**config.mk**
```make
export PLATFORM = sky130hd
export DESIGN_NAME = pin_irq_ctrl
export DESIGN_NICKNAME = d
export VERILOG_FILES = /design/src/rtl/pin_irq_pkg.sv /design/src/rtl/pin_irq_sync.sv /design/src/rtl/pin_irq_regs.sv /design/src/rtl/pin_irq_chan.sv /design/src/rtl/pin_irq_ctrl.sv
export SDC_FILE = /design/constraint.sdc
export NUM_CORES = 1
export LEC_CHECK = 0
export BUFFER_PORTS_ARGS = -buffer_cell sky130_fd_sc_hd__buf_2
export CORE_ASPECT_RATIO = 1.4
export CORE_MARGIN = 2
export CORE_UTILIZATION = 40
export DETAILED_ROUTE_END_ITERATION = 7
export HOLD_SLACK_MARGIN = 0.08
export PLACE_DENSITY = 0.69
export SLEW_MARGIN = 20
export SYNTH_ARGS = -nofsm -noshare
export SYNTH_HDL_FRONTEND = slang
export SYNTH_SLANG_ARGS = --single-unit
```
**constraint.sdc**
```tcl
create_clock -name clk -period 3.5 [get_ports clk]
set_input_delay 0.175 -clock clk [delete_from_list [all_inputs] [get_ports clk]]
set_output_delay 0.175 -clock clk [all_outputs]
set_load 0.1 [all_outputs]
```
**src/rtl/pin_irq_pkg.sv**
```systemverilog
// Shared constants for the pin interrupt controller.
// Assumes byte offsets on a word-aligned register port.
package pin_irq_pkg;
    localparam int CH_COUNT   = 8;
    localparam int OFS_W      = 8;
    localparam logic [OFS_W-1:0] OFS_MODE    = 8'h00;
    localparam logic [OFS_W-1:0] OFS_EN_A    = 8'h04;
    localparam logic [OFS_W-1:0] OFS_EN_B    = 8'h08;
    localparam logic [OFS_W-1:0] OFS_ST_RISE = 8'h0C;
    localparam logic [OFS_W-1:0] OFS_ST_FALL = 8'h10;
endpackage

```
**src/rtl/pin_irq_sync.sv**
```systemverilog
// Synchronizes a vector of asynchronous inputs through DEPTH flops and flags
// the changes between consecutive synchronized samples.
// Assumes DEPTH >= 2 and a synchronous active-low reset that clears all stages.
module pin_irq_sync #(
    parameter int W     = 8,
    parameter int DEPTH = 2
) (
    input  logic         clk,
    input  logic         rst_n,
    input  logic [W-1:0] async_in,
    output logic [W-1:0] sync_out,
    output logic [W-1:0] rise_pulse,
    output logic [W-1:0] fall_pulse
);
    logic [W-1:0] stage_q [DEPTH];
    logic [W-1:0] prev_q;

    // First stage samples the raw inputs.
    always_ff @(posedge clk) begin
        if (!rst_n) stage_q[0] <= '0;
        else        stage_q[0] <= async_in;
    end

    // Remaining stages form the shift chain.
    for (genvar s = 1; s < DEPTH; s++) begin : g_stage
        always_ff @(posedge clk) begin
            if (!rst_n) stage_q[s] <= '0;
            else        stage_q[s] <= stage_q[s-1];
        end
    end

    // Previous synchronized sample, used to find changes.
    always_ff @(posedge clk) begin
        if (!rst_n) prev_q <= '0;
        else        prev_q <= stage_q[DEPTH-1];
    end

    // Edge flags compare the current synchronized value with the previous one.
    always_comb begin
        sync_out   = stage_q[DEPTH-1];
        rise_pulse = sync_out & ~prev_q;
        fall_pulse = ~sync_out & prev_q;
    end
endmodule

```
**src/rtl/pin_irq_regs.sv**
```systemverilog
// Register file: mode, two enable registers, and read/write-one-to-clear status.
// Assumes one write per cycle. Reads are combinational from the address.
// Unmapped offsets read zero.
module pin_irq_regs
    import pin_irq_pkg::*;
#(
    parameter int NUM_CH = 8,
    parameter int DATA_W = 32,
    parameter int ADDR_W = 8
) (
    input  logic              clk,
    input  logic              rst_n,
    input  logic              bus_wr,
    input  logic [ADDR_W-1:0] bus_addr,
    input  logic [DATA_W-1:0] bus_wdata,
    input  logic [NUM_CH-1:0] rise_st,
    input  logic [NUM_CH-1:0] fall_st,
    output logic [NUM_CH-1:0] mode,
    output logic [NUM_CH-1:0] en_a,
    output logic [NUM_CH-1:0] en_b,
    output logic [NUM_CH-1:0] clr_rise,
    output logic [NUM_CH-1:0] clr_fall,
    output logic [DATA_W-1:0] bus_rdata
);
    localparam int PAD_W = DATA_W - NUM_CH;

    logic [NUM_CH-1:0] wbits;
    logic              unused_hi;
    logic [NUM_CH-1:0] rsel;
    logic              hit_mode, hit_ena, hit_enb, hit_str, hit_stf;

    // Decode the offset against the register map.
    always_comb begin
        hit_mode  = (bus_addr == ADDR_W'(OFS_MODE));
        hit_ena   = (bus_addr == ADDR_W'(OFS_EN_A));
        hit_enb   = (bus_addr == ADDR_W'(OFS_EN_B));
        hit_str   = (bus_addr == ADDR_W'(OFS_ST_RISE));
        hit_stf   = (bus_addr == ADDR_W'(OFS_ST_FALL));
        wbits     = bus_wdata[NUM_CH-1:0];
        unused_hi = ^bus_wdata[DATA_W-1:NUM_CH];
    end

    // Control registers take the low bits of a write. Reserved bits are dropped.
    always_ff @(posedge clk) begin
        if (!rst_n) begin
            mode <= '0;
            en_a <= '0;
            en_b <= '0;
        end else if (bus_wr) begin
            if (hit_mode) mode <= wbits;
            if (hit_ena)  en_a <= wbits;
            if (hit_enb)  en_b <= wbits;
        end
    end

    // Write-one-to-clear pulses for the status bits.
    always_comb begin
        clr_rise = (bus_wr && hit_str) ? wbits : '0;
        clr_fall = (bus_wr && hit_stf) ? wbits : '0;
    end

    // Read mux. Upper bits are always zero.
    always_comb begin
        rsel = '0;
        if (hit_mode) rsel = mode;
        if (hit_ena)  rsel = en_a;
        if (hit_enb)  rsel = en_b;
        if (hit_str)  rsel = rise_st;
        if (hit_stf)  rsel = fall_st;
        bus_rdata = {{PAD_W{1'b0}}, rsel};
    end
endmodule

```
**src/rtl/pin_irq_chan.sv**
```systemverilog
// One interrupt channel: sticky edge status in edge mode, and a direct level
// match in level mode.
// Assumes the edge pulses come from synchronized inputs. A set wins over a
// clear in the same cycle.
module pin_irq_chan (
    input  logic clk,
    input  logic rst_n,
    input  logic mode,
    input  logic en_a,
    input  logic en_b,
    input  logic level,
    input  logic rise,
    input  logic fall,
    input  logic clr_rise,
    input  logic clr_fall,
    output logic rise_st,
    output logic fall_st,
    output logic irq
);
    // Sticky edge status, updated only while the channel is in edge mode.
    always_ff @(posedge clk) begin
        if (!rst_n) begin
            rise_st <= 1'b0;
            fall_st <= 1'b0;
        end else begin
            rise_st <= (rise_st & ~clr_rise) | (rise & en_a & ~mode);
            fall_st <= (fall_st & ~clr_fall) | (fall & en_b & ~mode);
        end
    end

    // Request: status OR in edge mode, level match in level mode.
    always_comb begin
        if (mode) irq = en_a & (level == en_b);
        else      irq = rise_st | fall_st;
    end
endmodule

```
**src/rtl/pin_irq_ctrl.sv**
```systemverilog
// Top of the pin interrupt controller: synchronizer, register file and one
// channel slice per input.
// Assumes pin_in is asynchronous and bus_* is synchronous to clk.
module pin_irq_ctrl #(
    parameter int NUM_CH     = 8,
    parameter int DATA_W     = 32,
    parameter int ADDR_W     = 8,
    parameter int SYNC_DEPTH = 2
) (
    input  logic              clk,
    input  logic              rst_n,
    input  logic [NUM_CH-1:0] pin_in,
    input  logic              bus_wr,
    input  logic [ADDR_W-1:0] bus_addr,
    input  logic [DATA_W-1:0] bus_wdata,
    output logic [DATA_W-1:0] bus_rdata,
    output logic [NUM_CH-1:0] ch_irq,
    output logic              irq_any
);
    logic [NUM_CH-1:0] sync_lvl, rise_p, fall_p;
    logic [NUM_CH-1:0] mode_q, en_a_q, en_b_q;
    logic [NUM_CH-1:0] clr_r, clr_f, st_r, st_f;

    pin_irq_sync #(.W(NUM_CH), .DEPTH(SYNC_DEPTH)) sync_i (
        .clk        (clk),
        .rst_n      (rst_n),
        .async_in   (pin_in),
        .sync_out   (sync_lvl),
        .rise_pulse (rise_p),
        .fall_pulse (fall_p)
    );

    pin_irq_regs #(.NUM_CH(NUM_CH), .DATA_W(DATA_W), .ADDR_W(ADDR_W)) regs_i (
        .clk       (clk),
        .rst_n     (rst_n),
        .bus_wr    (bus_wr),
        .bus_addr  (bus_addr),
        .bus_wdata (bus_wdata),
        .rise_st   (st_r),
        .fall_st   (st_f),
        .mode      (mode_q),
        .en_a      (en_a_q),
        .en_b      (en_b_q),
        .clr_rise  (clr_r),
        .clr_fall  (clr_f),
        .bus_rdata (bus_rdata)
    );

    for (genvar n = 0; n < NUM_CH; n++) begin : g_ch
        pin_irq_chan chan_i (
            .clk      (clk),
            .rst_n    (rst_n),
            .mode     (mode_q[n]),
            .en_a     (en_a_q[n]),
            .en_b     (en_b_q[n]),
            .level    (sync_lvl[n]),
            .rise     (rise_p[n]),
            .fall     (fall_p[n]),
            .clr_rise (clr_r[n]),
            .clr_fall (clr_f[n]),
            .rise_st  (st_r[n]),
            .fall_st  (st_f[n]),
            .irq      (ch_irq[n])
        );
    end

    // Combined request across all channels.
    always_comb irq_any = |ch_irq;
endmodule

```
==> metrics.md, run 1 <==
| Metric | Value |
|---|---|
| Outcome | complete, no violations |
| CP Capture Type | primary output |
| CTS H-tree lvls | 3 |
| Mean area per synthesized cell | 8.863 um2 |
| Post-synth ARST share | 0 |
| Synth Cell Area | 0.003182 mm2 |
| Hold depth | 3 |
| Startpoint types | input port |
| Top fanout value on the critical path | 12 |
| Die height | 109.5 um |
| R2R Setup Slk | 2.59 ns |
| Met3 Use GR | 0.04680 |
| Total GRT Usage | 0.1818 |
| Worst slew margin | 0.4305 |
| Final Cell Area | 0.003581 mm2 |
| TritonCTS clock tree | yes |
| Synth-to-layout area growth | 12.54% |
| Die Area | 0.008694 mm2 |
| Post-Synth Adder-Cell Area | 0 |
| Dpl hpwl | 4901 um |
| Simple-gate share of the synthesized area | 0.2576 |
| Clk_skew | 0.005717 ns |
| Max-cap violations | 0 |
| Worst Hold Class | input port to register |
| Period utilization | 0.7317 |
| CP required | 3.32 ns |
| Reg-to-reg critical path endpoint | g_ch[3].chan_i.rise_st |
| Cells along the critical path | buf_2 > or3_1 > or4_1 > o221ai_1 > nor2_1 > buf_2 |
| Largest family of logic cells by synthesized area | simple AND/OR/NAND/NOR gates |
| PortBufs | 43 |
| WL final | 7354 um |
| Reg clk slew, reported paths | 0.07 ns |
| DRC Markers | 0 |
| Crit. path cell count | 6 |
| Global placement routability congestion | 0.8158 |
| I/O Pins | 92 |
| Fin nets | 443 |
| RSZ-0062 raised after global routing | no |
| Vias/cell | 5.173 |
| Wire per inst | 14.80 um |
| Most frequent CP cell | buf_2 |
| Worst flop-to-flop path startpoint | sync_i.stage_q[1][3] |
| Post-Synth XOR/XNOR Area | 0.02202 |
| GRT busiest layer | met2 |
| Largest stage delay on the critical path | 0.75 ns |
| Setup TNS | 0 ns |
| Vias | 2571 |
| Commonest non-fill, non-tap cell in the layout | dfxtp_1 |
| Share of cells above drive strength 1 | 0.1864 |
| Max Clk Rate | 390.5 MHz |
| Syn Inst Count | 359 |
| Critical path launch point | bus_addr[4] |
| Total CTS buffers | 9 |
| Fin. max-slew vios | 0 |
| Worst setup margin | 0.9390 ns |
| P per Cell Area | 453.7 mW/mm2 |
| Register area share after synthesis | 0.4027 |
| Clock latency on the worst-skew pair | 0.35 ns |
| CP Capture Point | bus_rdata[7] |
| Detailed Routing Iterations Pass 1 | 4 |
| Pre-CTS setup slack | 0.9244 ns |
| Fillers | 786 |
| Post-synthesis compound-gate area fraction | 0.1825 |
| Core Area | 0.007750 mm2 |
| CP max-delay cell | or4_1 |
| Worst-margin pin slew | 0.8479 ns |
| Placed inst area | 0.003281 mm2 |
| Reg2Reg Depth | 2 |
| DRT iter0 DRCs | 192 |
| CP delay by family, top | simple AND/OR/NAND/NOR gates |
| Total global routing overflow | 0 |
| Clock Tree Buf Depth | 2 |
| Clock Sinks | 64 |
| Number of global-route vias before repair | 2385 |
| WP buf/inv | 2 |
| Worst EP arrival | 2.39 ns |
| Die width | 79.38 um |
| # diodes | 0 |
| CTS resizes | 0 |
| Mux cell area share after synthesis | 0.02517 |
| Global Route met2 Usage | 0.3027 |
| Leakage | 1.426 nW |
| # setup viols final | 0 |
| Synth unique cells | 37 |
| Global-route wire length before repair | 11890 um |
| Ys flop type | dfxtp_1 |
| Pin count of the biggest net entering global routing | 73 |
| Crit path time final | 2.561 ns |
| Ys Warns | 0 |
| CTS root buf | clkbuf_8 |
| Yosys reg bits | 64 |
| Initial antenna violation count | 0 |
| Most frequent cells in the layout | dfxtp_1, buf_2, nand2_1, nor2_1 |
| Worst setup path class | input port to primary output |
| Initial Utilization | 0.4106 |
| Site row count | 38 |
| Final hold vios | 0 |
| Routing usage on met1 | 0.2173 |
| VDD IR max | 0.0002250 V |
| Number of synthesized flops with an enable pin | 0 |
| Routed Antenna Nets | 0 |
[worst reg2reg max path: cells and delay by family, from the launching register on]
family | cells | cell delay (ns)
flops | 1 | 0.39
compound gates | 1 | 0.16
simple gates | 1 | 0.30
[what timing repair did]
item	CTS	global route
hold buffers	8	0
hold endpoints to repair	8	0
buffers inserted	0	0
[logic make-up (layout without fill, tap and decap cells)]
family	count (synthesis)	count (layout)
compound gates	80	80
xor+xnor	8	8
buf+inv	56	71
flops	64	64
mux	8	8
other cells	1	24
simple gates	142	142
[registers in the layout, summed over array words and instances (netlist names)]
signal               cells
regs_i.en_b              8
sync_i.stage_q          16
g_ch.chan_i.rise_st      8
regs_i.en_a              8
sync_i.prev_q            8
regs_i.mode              8
g_ch.chan_i.fall_st      8
[synthesized netlist by cell type, drive strengths merged (6+ instances only)]
| master | instances | share of area |
|---|---|---|
| dfxtp | 64 | 0.40 |
| xor2 | 8 | 0.022 |
| and2 | 24 | 0.047 |
| nand2 | 33 | 0.039 |
| o21ai | 14 | 0.031 |
| nand3 | 8 | 0.016 |
| o22ai | 8 | 0.016 |
| nor2 | 32 | 0.038 |
| nor2b | 8 | 0.016 |
| mux2i | 8 | 0.025 |
| nor3 | 9 | 0.019 |
| o21a | 16 | 0.038 |
| a21boi | 24 | 0.057 |
| clkbuf | 14 | 0.017 |
| buf | 39 | 0.089 |
| o32ai | 6 | 0.017 |
| a21oi | 8 | 0.013 |
| nor4bb | 16 | 0.050 |
[final cells by class]
| class | count | area [um2] | area share |
|---|---|---|---|
| multi-input cells | 262 | 1640 | 0.4581 |
| clock inverters | 2 | 35.03 | 0.009783 |
| flip-flops and latches | 64 | 1281 | 0.3578 |
| inverters | 3 | 11.26 | 0.003145 |
| clock buffers | 14 | 182.7 | 0.05101 |
| repair buffers | 52 | 305.3 | 0.08526 |
| well taps | 100 | 125.1 | 0.03494 |
[metal layers]
| metal | wire length, um | part of all wire |
|---|---|---|
| met5 | 0 | 0 |
| met4 | 180 | 0.024 |
| met3 | 388 | 0.053 |
| met2 | 3718 | 0.51 |
| met1 | 3067 | 0.42 |
[worst min path at each step]
stage / start / to / slack (ns)
6_report: bus_wdata[0] / regs_i.mode[0] / 0.10
5_1_grt: bus_wdata[7] / regs_i.en_b[7] / 0.1
4_1_cts: bus_wdata[0] / regs_i.mode[0] / 0.09
3_5_place_dp: pin_in[7] / sync_i.stage_q[0][7] / 0.38
3_3_place_gp: pin_in[2] / sync_i.stage_q[0][2] / 0.38
2_1_floorplan: pin_in[0] / sync_i.stage_q[0][0] / 0.30
[power breakdown]
group          leakage (nW)  switching, W  internal [W]
clock network         0.113      0.000269      0.000406
logic                 0.794      0.000166     0.0000375
registers             0.520    0.00000618      0.000740
total                  1.43      0.000442       0.00118
[per-stage QoR]
step / cells / power, W / util / hold WS [ns]
finish: 497 / 0.001625 / 0.4621 / 0.1010
global route: 497 / 0.001695 / 0.4621 / 0.09567
CTS: 497 / 0.001646 / 0.4617 / 0.08601
detailed placement: 473 / 0.0009593 / 0.4233 / 0.3840
global placement: 473 / 0.0009573 / 0.4233 / 0.3803
floorplan: 382 / 0.0009487 / - / 0.3023
Power figures use the tool's default switching activity.
==> inputs of run 2 (changes only) <==
--- a/config.mk
+++ b/config.mk
@@ -11,7 +11,7 @@
 export CORE_UTILIZATION = 40
 export DETAILED_ROUTE_END_ITERATION = 7
 export HOLD_SLACK_MARGIN = 0.08
-export PLACE_DENSITY = 0.69
+export PLACE_DENSITY = 0.72
 export SLEW_MARGIN = 20
 export SYNTH_ARGS = -nofsm -noshare
 export SYNTH_HDL_FRONTEND = slang
==> constraint.sdc (replaced) <==
create_clock -name clk -period 2.1 [get_ports clk]
set_input_delay 0.105 -clock clk [delete_from_list [all_inputs] [get_ports clk]]
set_output_delay 0.105 -clock clk [all_outputs]
set_load 0.1 [all_outputs]
==> run 2 against run 1 <==
Critical path depth unchanged; sequential share of layout area down 2.1 points; register-to-register slack worse by 1.4 ns; power up 64%; critical path type is now register to primary output; largest cell class unchanged.
==> metrics.md, run 2 (synthesized netlist as in run 1, its figures left out) <==
| Metric | Value |
|---|---|
| Outcome | complete, no violations |
| PortBufs | 43 |
| Dpl hpwl | 5050 um |
| Fillers | 731 |
| P per Cell Area | 699.6 mW/mm2 |
| Worst-margin pin slew | 0.6276 ns |
| RSZ-0062 raised after global routing | no |
| Die height | 109.5 um |
| Initial antenna violation count | 0 |
| Vias/cell | 5.131 |
| Total CTS buffers | 9 |
| WL final | 7488 um |
| Site row count | 38 |
| Worst setup path class | register to primary output |
| # diodes | 0 |
| Startpoint types | register |
| CTS resizes | 0 |
| DRC Markers | 0 |
| Post-CTS setup buffer count | 0 |
| Worst slew margin | 0.5816 |
| Multi-input gate area | 0.001692 mm2 |
| DRT iter0 DRCs | 134 |
| Clk_skew | 0.006150 ns |
| Clock latency on the worst-skew pair | 0.34 ns |
| Final Cell Area | 0.003804 mm2 |
| CP Capture Type | primary output |
| Max Clk Rate | 491.3 MHz |
| CP required | 2.00 ns |
| Commonest non-fill, non-tap cell in the layout | dfxtp_1 |
| Most frequent cells in the layout | dfxtp_1, buf_2, nand2_1, nor2_1 |
| Clock Sinks | 64 |
| Register bank with the most flops | sync_i.stage_q |
| Total global routing overflow | 0 |
| Max reg flops | 16 |
| Die Area | 0.008694 mm2 |
| Routed Antenna Nets | 0 |
| Initial Utilization | 0.4106 |
| Period utilization | 0.9692 |
| Core Area | 0.007750 mm2 |
| Top fanout value on the critical path | 4 |
| Max-cap violations | 0 |
| # setup viols final | 0 |
| CP max-delay cell | buf_2 |
| Synth-to-layout area growth | 19.54% |
| Pin count of the biggest net entering global routing | 73 |
| Share of cells above drive strength 1 | 0.2310 |
| Cells along the critical path | xor2_1 > o22ai_1 > nor4_1 > buf_4 > nand2_1 > buf_2 |
| Total GRT Usage | 0.1843 |
| TritonCTS clock tree | yes |
| Reg clk slew, reported paths | 0.06 ns |
| Placed inst area | 0.003445 mm2 |
| Fin nets | 466 |
| Vias | 2668 |
| Worst EP arrival | 1.93 ns |
| Post-layout util | 0.4908 |
| Detailed Routing Iterations Pass 1 | 5 |
| Final hold vios | 0 |
| Hold_buf cts | 16 |
| FF/Latch Area | 0.001281 mm2 |
| VDD IR max | 0.0004836 V |
| Worst Hold Class | input port to register |
| Clock Tree Buf Depth | 2 |
| Leakage | 1.526 nW |
| R2R Setup Slk | 1.16 ns |
| CTS root buf | clkbuf_8 |
| Number of global-route vias before repair | 2515 |
| Crit path time final | 2.035 ns |
| Fin. max-slew vios | 0 |
| I/O Pins | 92 |
| Wire per inst | 14.40 um |
| Largest stage delay on the critical path | 0.41 ns |
| Die width | 79.38 um |
| Global-route wire length before repair | 12060 um |
| Global placement routability congestion | 0.8662 |
| CTS H-tree lvls | 3 |
run 2: changes by cell type in the layout (fill, tap and decap cells not counted), sizes merged:
cell / delta
clkbuf: -1
buf: +15
clkinv: +1
dlygate4sd3: +8
run 2: cell type report:
cell class | count | area share
multi-input cells | 262 | 0.4447
flip-flops and latches | 64 | 0.3368
repair buffers | 75 | 0.1303
clock buffers | 13 | 0.04178
well taps | 100 | 0.03289
clock inverters | 3 | 0.01053
inverters | 3 | 0.002961
run 2: worst max-delay path: cells and delay by family, from the launching register on:
family / cells / cell delay (ns)
AOI/OAI and AO/OA: 1 / 0.35
xor gates and xnor gates: 1 / 0.17
buffers and inverters: 2 / 0.57
DFF: 1 / 0.34
and+or+nand+nor: 2 / 0.15
run 2: path summary, 6_finish.rpt:
| kind | startpoint | to | depth (start not counted) |
|---|---|---|---|
| setup / recovery | regs_i.en_b[5] | irq_any | 6 |
| hold / removal | bus_addr[4] | regs_i.mode[7] | 5 |
| setup reg to reg | sync_i.stage_q[1][4] | g_ch[4].chan_i.rise_st | 2 |
| hold reg to reg | sync_i.stage_q[0][4] | sync_i.stage_q[1][4] | 1 |
run 2: routing by layer:
metal	vias up	routed length [um]	global-route usage
met5	-	0	0
met4	0	494	0.1429
met3	36	478	0.04269
met2	110	3387	0.2881
met1	1212	3127	0.2171
li1	1310	-	-
run 2: stage by stage:
step / std cells / setup slack (ns) / hold WS, ns / total power, W / TNS (ns)
after floorplan: 382 / -0.3379 / 0.2323 / 0.001586 / -1.352
after global placement: 488 / 0.08491 / 0.3095 / 0.001608 / 0
after detailed placement: 488 / 0.08159 / 0.3140 / 0.001613 / 0
after CTS: 520 / 0.07320 / 0.3060 / 0.002689 / 0
after global routing: 520 / 0.0004510 / 0.3419 / 0.002761 / 0
final: 520 / 0.06478 / 0.3344 / 0.002661 / 0
run 2: power breakdown:
group	internal [W]	switching, W	total, W
logic	0.0000810	0.000286	0.000367
registers	0.00123	0.0000104	0.00124
clock network	0.000610	0.000441	0.00105
==> inputs of run 3 (changes only) <==
--- a/config.mk
+++ b/config.mk
@@ -9,10 +9,12 @@
 export CORE_ASPECT_RATIO = 1.4
 export CORE_MARGIN = 2
 export CORE_UTILIZATION = 40
+export CTS_CLUSTER_SIZE = 40
 export DETAILED_ROUTE_END_ITERATION = 7
 export HOLD_SLACK_MARGIN = 0.08
-export PLACE_DENSITY = 0.72
+export PLACE_DENSITY = 0.71
 export SLEW_MARGIN = 20
 export SYNTH_ARGS = -nofsm -noshare
 export SYNTH_HDL_FRONTEND = slang
+export SYNTH_HIERARCHICAL = 1
 export SYNTH_SLANG_ARGS = --single-unit
==> run 3 against run 2 <==
Fmax increased by 3.8%; critical path type is now input port to primary output; largest cell class unchanged; final cell count is 2.7% higher; clock skew up 0.00069 ns.
==> metrics.md, run 3 <==
| Metric | Value |
|---|---|
| VDD IR max | 0.0002998 V |
| Yosys top cell by area | dfxtp_1 |
| Outcome | complete, no violations |
| Total GRT Usage | 0.1833 |
| Syn Inst Count | 363 |
| Total power draw | 0.002786 W |
| Yosys reg bits | 64 |
| Register area share after synthesis | 0.3951 |
| Number of global-route vias before repair | 2583 |
| Total global routing overflow | 0 |
| Die Area | 0.008854 mm2 |
| Post-synthesis compound-gate area fraction | 0.1142 |
| Ys flop type | dfxtp_1 |
| Final cell count without fillers | 534 |
| RSZ-0062 raised after global routing | no |
| Fillers | 724 |
| Initial antenna violation count | 0 |
| Synth top area cells | dfxtp_1, mux2i_1, and2_1 |
| Multi-input gate area | 0.001886 mm2 |
| Switching share of power | 0.2776 |
| Clock latency on the worst-skew pair | 0.35 ns |
| Part of the power in registers | 0.446 |
| CP Capture Type | primary output |
| Crit path time final | 1.961 ns |
| Pin count of the biggest net entering global routing | 73 |
| Share of cells above drive strength 1 | 0.2166 |
| Dpl hpwl | 5446 um |
| P_sw | 0.0007733 W |
| Routed Antenna Nets | 0 |
| Setup TNS | 0 ns |
| Dpl cells | 504 |
| Most frequent cells in the layout | dfxtp_1, nand2_1, buf_2, and2_1 |
| FF/Latch Area | 0.001281 mm2 |
| Worst Hold Class | input port to register |
| Synth Cell Area | 0.003243 mm2 |
| Synth top cells by count | dfxtp_1, nand2_1, and2_1 |
| CTS root buf | clkbuf_8 |
| # diodes | 0 |
| Simple-gate share of the synthesized area | 0.3098 |
| Mean area per synthesized cell | 8.934 um2 |
| Detailed Routing Iterations Pass 1 | 6 |
| DRT iter0 DRCs | 175 |
| Share of the synthesized area in the top cell type | 0.3951 |
| Wire per inst | 14.39 um |
| Top fanout value on the critical path | 11 |
| Clock Sinks | 64 |
| PortBufs | 43 |
| Synth unique cells | 30 |
| Worst EP arrival | 1.86 ns |
| WP buf/inv | 2 |
| Site row count | 38 |
| P per Cell Area | 676.1 mW/mm2 |
| Vias | 2659 |
| Initial Utilization | 0.4159 |
| CP delay by family, top | simple AND/OR/NAND/NOR gates |
| Core Area | 0.007797 mm2 |
| Cells along the critical path | buf_2 > or3b_1 > or3_1 > o2111a_1 > buf_12 |
| Combinational share of power | 0.134 |
| Internal | 0.002012 W |
| Global placement routability congestion | 0.7832 |
| Post-Synth Adder-Cell Area | 0 |
| Post-Synth XOR/XNOR Area | 0.02160 |
| Largest stage delay on the critical path | 0.53 ns |
| Die height | 110.5 um |
| Largest family of logic cells by synthesized area | simple AND/OR/NAND/NOR gates |
| Max reg flops | 16 |
| Max-cap violations | 0 |
| Vias/cell | 4.979 |
| Die width | 80.10 um |
| Global-route wire length before repair | 12540 um |
| Period utilization | 0.9339 |
| Register bank with the most flops | sync_i/stage_q |
| Most common cell in the netlist | dfxtp_1 |
| Reg clk slew, reported paths | 0.07 ns |
| Clk_skew | 0.006837 ns |
| Leakage | 1.690 nW |
| Fin nets | 480 |
| CTS H-tree lvls | 3 |
| Number of synthesized flops with an enable pin | 0 |
| Synth-to-layout area growth | 27.04% |
| Total CTS buffers | 9 |
| Max Clk Rate | 509.9 MHz |
| Post-CTS setup buffer count | 0 |
| WL final | 7683 um |
| Fin. max-slew vios | 0 |
| Worst setup path class | input port to primary output |
| Startpoint types | input port |
| # setup viols final | 0 |
| Commonest non-fill, non-tap cell in the layout | dfxtp_1 |
| Post-synth ARST share | 0 |
| Mux cell area share after synthesis | 0.07407 |
| CP required | 2.00 ns |
| Clock Tree Buf Depth | 2 |
| TritonCTS clock tree | yes |
| CTS resizes | 0 |
| Final hold vios | 0 |
| Ys Warns | 6 |
| Clock power share | 0.420 |
| DRC Markers | 0 |
| I/O Pins | 92 |
| CP max-delay cell | or3_1 |
-- run 3: cell types whose count changed after synthesis, moves of 9 or more --
cell,before,now
nand3b_1,0,16
nor4bb_1,16,0
nand2b_1,0,17
buf_4,33,24
a21boi_1,4,16
mux2i_1,8,24
and2_2,0,9
a21boi_0,20,0
o21a_1,16,0
-- run 3: per-stage QoR --
stage                     cell area (um2)  hold WS (ns)  setup slack, ns    util
after floorplan                      3440        0.2323          0.08214       -
after detailed placement             3760        0.3161           0.1736  0.4822
after global routing                 4120        0.1233          0.04251  0.5284
after CTS                            4120       0.09143           0.1424  0.5284
after global placement               3760        0.3127           0.1652  0.4822
final                                4120        0.1038           0.1389  0.5284
-- run 3: cell type report --
| class | instances | share of cell area |
|---|---|---|
| Sequential cell | 64 | 0.3110 |
| Clock buffer | 10 | 0.03340 |
| Timing Repair Buffer | 72 | 0.1458 |
| Tap cell | 100 | 0.03037 |
| Inverter | 2 | 0.001822 |
| Clock inverter | 6 | 0.02004 |
| Multi-Input combinational cell | 280 | 0.4576 |
-- run 3: kinds of logic after synthesis --
family,count (synthesis)
flip-flops,64
AO/OA/AOI/OAI,48
XOR/XNOR,8
AND/OR/NAND/NOR,176
multiplexers,24
buffers and inverters,42
other,1
-- run 3: repair_timing --
item,in CTS,in global routing
hold buffers,14,0
hold endpoints to repair,22,0
setup endpoints to repair,0,0
-- run 3: per-layer routing --
metal | track usage | up-vias | share of wire
met5 | 0 | - | 0
met4 | 0.1006 | 0 | 0.025
met3 | 0.03431 | 12 | 0.044
met2 | 0.3033 | 69 | 0.50
met1 | 0.2186 | 1249 | 0.43
li1 | - | 1329 | -
-- run 3: power by group through the flow --
| stage | logic (W) | clock network (W) | registers (W) |
|---|---|---|---|
| after detailed placement | 0.000352 | 0 | 0.00127 |
| after floorplan | 0.000323 | 0 | 0.00127 |
| after CTS | 0.000372 | 0.00119 | 0.00124 |
| final | 0.000373 | 0.00117 | 0.00124 |
| after global placement | 0.000349 | 0 | 0.00127 |
| after global routing | 0.000396 | 0.00124 | 0.00124 |
-- run 3: path summary, 6_finish.rpt --
| check | start | cells after the start | end | slack, ns |
|---|---|---|---|---|
| min | bus_wdata[4] | 3 | regs_i/en_a[4] | 0.10 |
| max | bus_addr[2] | 5 | bus_rdata[0] | 0.14 |
| min reg2reg | sync_i/stage_q[0][2] | 1 | sync_i/stage_q[1][2] | 0.43 |
| max reg2reg | sync_i/stage_q[1][0] | 3 | g_ch[0].chan_i/rise_st | 1.24 |
-- run 3: worst min-delay path: cells and delay by family --
kind	cells	cell delay, ns
multiplexers	1	0.08
AND/OR/NAND/NOR	1	0.10
buffers and inverters	1	0.11
